--- src/rtl/shift_rotate_unit.sv ---
module shift_rotate_unit (
  input  logic        clk,
  input  logic        rst_n,
  input  logic [2:0]  op,
  input  logic [1:0]  size_sel,
  input  logic [31:0] operand_in,
  input  logic [7:0]  count_in,
  input  logic        carry_in,
  input  logic        ovf_in,
  input  logic        sign_in,
  input  logic        zero_in,
  input  logic        parity_in,
  output logic [31:0] result_o,
  output logic        carry_o,
  output logic        ovf_o,
  output logic        sign_o,
  output logic        zero_o,
  output logic        parity_o,
  output logic        carry_we,
  output logic        ovf_we,
  output logic        sign_we,
  output logic        zero_we,
  output logic        parity_we
);
  localparam logic [2:0] OP_SHL = 3'd0, OP_SAL = 3'd1, OP_SHR = 3'd2, OP_SAR = 3'd3,
                         OP_ROL = 3'd4, OP_ROR = 3'd5, OP_RCL = 3'd6, OP_RCR = 3'd7;

  logic [4:0]  cnt;
  logic [5:0]  w, n, k, kc;
  logic [31:0] mask, x, sx;
  logic [33:0] nmask, y, rcl_t, rcr_t;
  logic [63:0] shl_t, shr_t;
  logic signed [63:0] sar_t;
  logic [31:0] rol_r, ror_r, res;
  logic        cf, nz;

  assign cnt = count_in[4:0];
  assign nz  = cnt != 5'd0;

  always_comb begin
    case (size_sel)
      2'd0: begin w = 6'd8;  mask = 32'h0000_00FF; k = {3'd0, cnt[2:0]};
              kc = (cnt >= 5'd27) ? 6'(cnt) - 6'd27 : (cnt >= 5'd18) ? 6'(cnt) - 6'd18 :
                   (cnt >= 5'd9)  ? 6'(cnt) - 6'd9  : 6'(cnt); end
      2'd1: begin w = 6'd16; mask = 32'h0000_FFFF; k = {2'd0, cnt[3:0]};
              kc = (cnt >= 5'd17) ? 6'(cnt) - 6'd17 : 6'(cnt); end
      default: begin w = 6'd32; mask = 32'hFFFF_FFFF; k = 6'(cnt); kc = 6'(cnt); end
    endcase
  end

  assign n     = w + 6'd1;
  assign nmask = (34'd1 << n) - 34'd1;
  assign x     = operand_in & mask;
  assign sx    = x[w - 6'd1] ? (x | ~mask) : x;

  assign shl_t = {32'd0, x} << cnt;
  assign shr_t = {x, 32'd0} >> cnt;
  assign sar_t = $signed({sx, 32'd0}) >>> cnt;
  assign rol_r = ((x << k) | (x >> (w - k))) & mask;
  assign ror_r = ((x >> k) | (x << (w - k))) & mask;
  assign y     = {2'b00, x} | ({33'd0, carry_in} << w);
  assign rcl_t = ((y << kc) | (y >> (n - kc))) & nmask;
  assign rcr_t = ((y >> kc) | (y << (n - kc))) & nmask;

  always_comb begin
    case (op)
      OP_SHL, OP_SAL: begin res = shl_t[31:0] & mask;  cf = shl_t[w];       end
      OP_SHR:         begin res = shr_t[63:32];        cf = shr_t[31];      end
      OP_SAR:         begin res = sar_t[63:32] & mask; cf = sar_t[31];      end
      OP_ROL:         begin res = rol_r;               cf = rol_r[0];       end
      OP_ROR:         begin res = ror_r;               cf = ror_r[w - 6'd1]; end
      OP_RCL:         begin res = rcl_t[31:0] & mask;  cf = rcl_t[w];       end
      default:        begin res = rcr_t[31:0] & mask;  cf = rcr_t[w];       end
    endcase
    if (!nz) res = x;
  end

  logic szp_we, o_we;
  assign szp_we = nz & ~op[2];
  assign o_we   = cnt == 5'd1;

  always_ff @(posedge clk) begin
    if (!rst_n) begin
      result_o <= '0; carry_o <= 1'b0; ovf_o <= 1'b0; sign_o <= 1'b0;
      zero_o <= 1'b0; parity_o <= 1'b0; carry_we <= 1'b0; ovf_we <= 1'b0;
      sign_we <= 1'b0; zero_we <= 1'b0; parity_we <= 1'b0;
    end else begin
      result_o  <= res;
      carry_o   <= nz ? cf : carry_in;
      ovf_o     <= o_we ? (res[w - 6'd1] ^ x[w - 6'd1]) : ovf_in;
      sign_o    <= szp_we ? res[w - 6'd1] : sign_in;
      zero_o    <= szp_we ? (res == 32'd0) : zero_in;
      parity_o  <= szp_we ? ~^res[7:0] : parity_in;
      carry_we  <= nz;
      ovf_we    <= o_we;
      sign_we   <= szp_we;
      zero_we   <= szp_we;
      parity_we <= szp_we;
    end
  end
endmodule

--- config.mk ---
export PLATFORM = sky130hd
export DESIGN_NAME = shift_rotate_unit
export DESIGN_NICKNAME = d
export VERILOG_FILES = /design/src/rtl/shift_rotate_unit.sv
export SDC_FILE = /design/constraint.sdc
export NUM_CORES = 1
export LEC_CHECK = 0
export ABC_AREA = 1
export BUFFER_PORTS_ARGS = -buffer_cell sky130_fd_sc_hd__buf_2
export CAP_MARGIN = 40
export CORE_MARGIN = 5
export CORE_UTILIZATION = 30
export CTS_BUF_LIST = sky130_fd_sc_hd__clkbuf_8
export CTS_CLUSTER_SIZE = 14
export DETAILED_ROUTE_END_ITERATION = 8
export PLACE_DENSITY = 0.5
export SLEW_MARGIN = 5
export SYNTH_ARGS = -nofsm -noshare
export SYNTH_HDL_FRONTEND = slang
export SYNTH_SLANG_ARGS = --single-unit
export TNS_END_PERCENT = 5
--- constraint.sdc ---
create_clock -name clk -period 7.9 [get_ports clk]
set_clock_uncertainty 0.15 [all_clocks]
set_input_delay 0.79 -clock clk [delete_from_list [all_inputs] [get_ports clk]]
set_output_delay 0.79 -clock clk [all_outputs]
set_load 0.05 [all_outputs]
==> impl_metrics.json <==
{
  "root_buffer": "clkbuf_8",
  "crit_fanout": 23,
  "grt_max_degree": 74,
  "yosysSeqAreaShare_pct": 4.81,
  "end_kind": "flop",
  "die_height_um": 246,
  "yosysWarningCount": 0,
  "syn_nets": 3540,
  "vias_per_cell": 6.11,
  "cts_sinks": 40,
  "netlist_area_sq_um": 16700,
  "grt_use_total_pct": 39.0,
  "slew_viol_final": 0,
  "min_path_type": "in2reg",
  "period_minus_slack_ns": 6.81,
  "antenna_found_initial": 5,
  "dp_hpwl_um": 96300,
  "rows": 86,
  "die_w_um": 246,
  "synthCells": 3470,
  "vias": 25600,
  "drt_iter0_drc": 4243,
  "dp_slack_ns": 1.13,
  "fin_ws_ns": 1.09,
  "dieArea_sq_um": 60300,
  "hold_viol_final": 0,
  "grt_overflow": 0,
  "start_util_pct": 30.2,
  "crit_type": "in2reg",
  "nNetsFinal": 3501,
  "drcViolationCount": 0,
  "ys_types": 58,
  "ys_ff_latch": 40,
  "wirelength_um": 123000,
  "cp.arrival_ns": 6.88,
  "power_leakage_nw": 8.84,
  "vdd_drop_max_mv": 0.0945,
  "async_flop_share_pct": 0,
  "synth-main-ff-cell": "dfxtp_1",
  "use_met3_pct": 9.17,
  "grtUsageMet1_pct": 51.3,
  "finalWeightedCongestion": 1.08,
  "tns_ns": 0,
  "ctsHoldBuffers": 0,
  "core_area_sq_um": 55100,
  "routedWlPerCell_um": 29.5,
  "antenna_left": 0,
  "crit_path_start_kind": "input port",
  "max_freq_ghz": 0.147,
  "worst_hold_slack_ns": 0.602,
  "grt.busiest_layer": "met2",
  "drive_gt1_share_pct": 9.03,
  "grt_use_met2_pct": 57.1,
  "cap_viol_max_count": 0,
  "numPortBuffers": 90,
  "clockBufferDepth": 2,
  "max_slew_margin_pct": 33.5,
  "finalCritPeriodShare_pct": 86.1,
  "outcome": "completed",
  "syn_avg_cell_area_sq_um": 4.80,
  "grt_pass1_vias": 23000,
  "finalSetupViolations": 0,
  "ctsHtreeMaxLevel": 2,
  "firstDrtPassIters": 8,
  "area.growth.synth_to_final_pct": 7.67,
  "cts_tree": "yes",
  "rsz0062_at_grt": "false",
  "ctsResizeCount": 0,
  "required_ns": 7.98,
  "final_common_cell": "nand2_1",
  "tightest_slew_ns": 0.988,
  "io_pins": 94,
  "powerDensity_nw_per_um2": 174,
  "mostFrequentLayoutCells": "nand2_1, o21ai_0, nand3_1, nor2_1, inv_1",
  "post-cts-setup-buffers": 0,
  "clk_pin_slew_ns": 0.08,
  "grt_pass1_wl_um": 173000,
  "synth_enable_flop_cells": 0,
  "numCtsBuffers": 5
}
[flip-flops by register name, summed over array words and instances (netlist names)]
name and cells:
result_o 32, carry_o 1, carry_we 1, ovf_o 1, ovf_we 1, parity_o 1, parity_we 1, sign_o 1
zero_o 1
[per-layer routing]
metal,wire [um],up-vias
li1,-,11500
met4,10700,4
met5,34,-
met3,14700,419
met2,49700,1944
met1,48200,11700
[power breakdown]
| part | leakage, nW | switching (mW) | internal, mW |
|---|---|---|---|
| Clock | 0.0435 | 0.0711 | 0.0706 |
| Sequential | 0.330 | 0.00550 | 0.225 |
| Combinational | 8.46 | 2.08 | 0.671 |
[Yosys cell counts (28+ instances only)]
| library cell | instances | share of area, % |
|---|---|---|
| nand2_1 | 1313 | 30 |
| o21ai_0 | 392 | 12 |
| nand3_1 | 381 | 11 |
| nor2_1 | 253 | 5.7 |
| inv_1 | 212 | 4.8 |
| a21oi_1 | 163 | 4.9 |
| clkbuf_1 | 137 | 3.1 |
| o211ai_1 | 61 | 2.7 |
| o21ai_1 | 55 | 1.7 |
| buf_2 | 54 | 1.6 |
| dfxtp_1 | 40 | 4.8 |
| a31oi_1 | 37 | 1.4 |
| buf_1 | 32 | 0.72 |
| nor3_1 | 28 | 0.84 |
[cells by family after synthesis]
| kind of cell | after synthesis | share of synthesized area [%] |
|---|---|---|
| multiplexers | 5 | 0.300 |
| buffers and inverters | 500 | 12.6 |
| AO/OA/AOI/OAI | 845 | 29.2 |
| adder cells (fa/ha/maj) | 18 | 1.35 |
| XOR/XNOR | 9 | 0.586 |
| AND/OR/NAND/NOR | 2053 | 51.2 |
| flip-flops | 40 | 4.81 |
[per-stage QoR]
stage | util (%) | instance area, sq um | std cells | power (mW)
global placement | 32.2 | 17700 | 4161 | 2.87
finish | 32.6 | 17900 | 4184 | 3.12
global route | 32.5 | 17900 | 4180 | 3.29
CTS | 32.5 | 17900 | 4180 | 3.01
detailed placement | 32.4 | 17800 | 4172 | 2.86
floorplan | - | 16700 | 3470 | 1.88
[worst max-delay path, cell delays in order]
cell	delay, ns
buf_2	0.31
nor2_4	0.16
inv_2	0.20
ha_2	0.60
nand2_1	0.11
nand2_1	0.11
clkinv_1	0.09
ha_1	0.30
nand3_1	0.10
a31oi_1	0.52
xor2_1	0.30
inv_1	0.18
nor2_2	0.05
inv_1	0.31
nor3_1	0.12
o21ai_0	0.74
nand4_1	0.28
o22ai_1	0.50
ha_1	0.24
nand4_1	0.11
nor2_1	0.16
nand2_1	0.07
nor2_1	0.15
nand2_1	0.07
nor2_1	0.08
nand3_1	0.09
a21oi_1	0.12
[worst paths after layout]
| check | startpoint | endpoint | slack (ns) | cells after the start |
|---|---|---|---|---|
| worst min-delay path | rst_n | carry_o | 0.60 | 3 |
| worst max-delay path | size_sel[1] | zero_o | 1.09 | 27 |
[layout make-up]
class | count | area (sq um)
multi-input combinational | 2930 | 13800
clock buffer | 6 | 82.6
inverter | 248 | 936
timing repair buffer | 206 | 1360
tap | 748 | 936
clock inverter | 2 | 15.0
antenna | 4 | 10.0
sequential | 40 | 801
fill | 6731 | 37200
No activity file was read; power rests on OpenSTA's default activity.
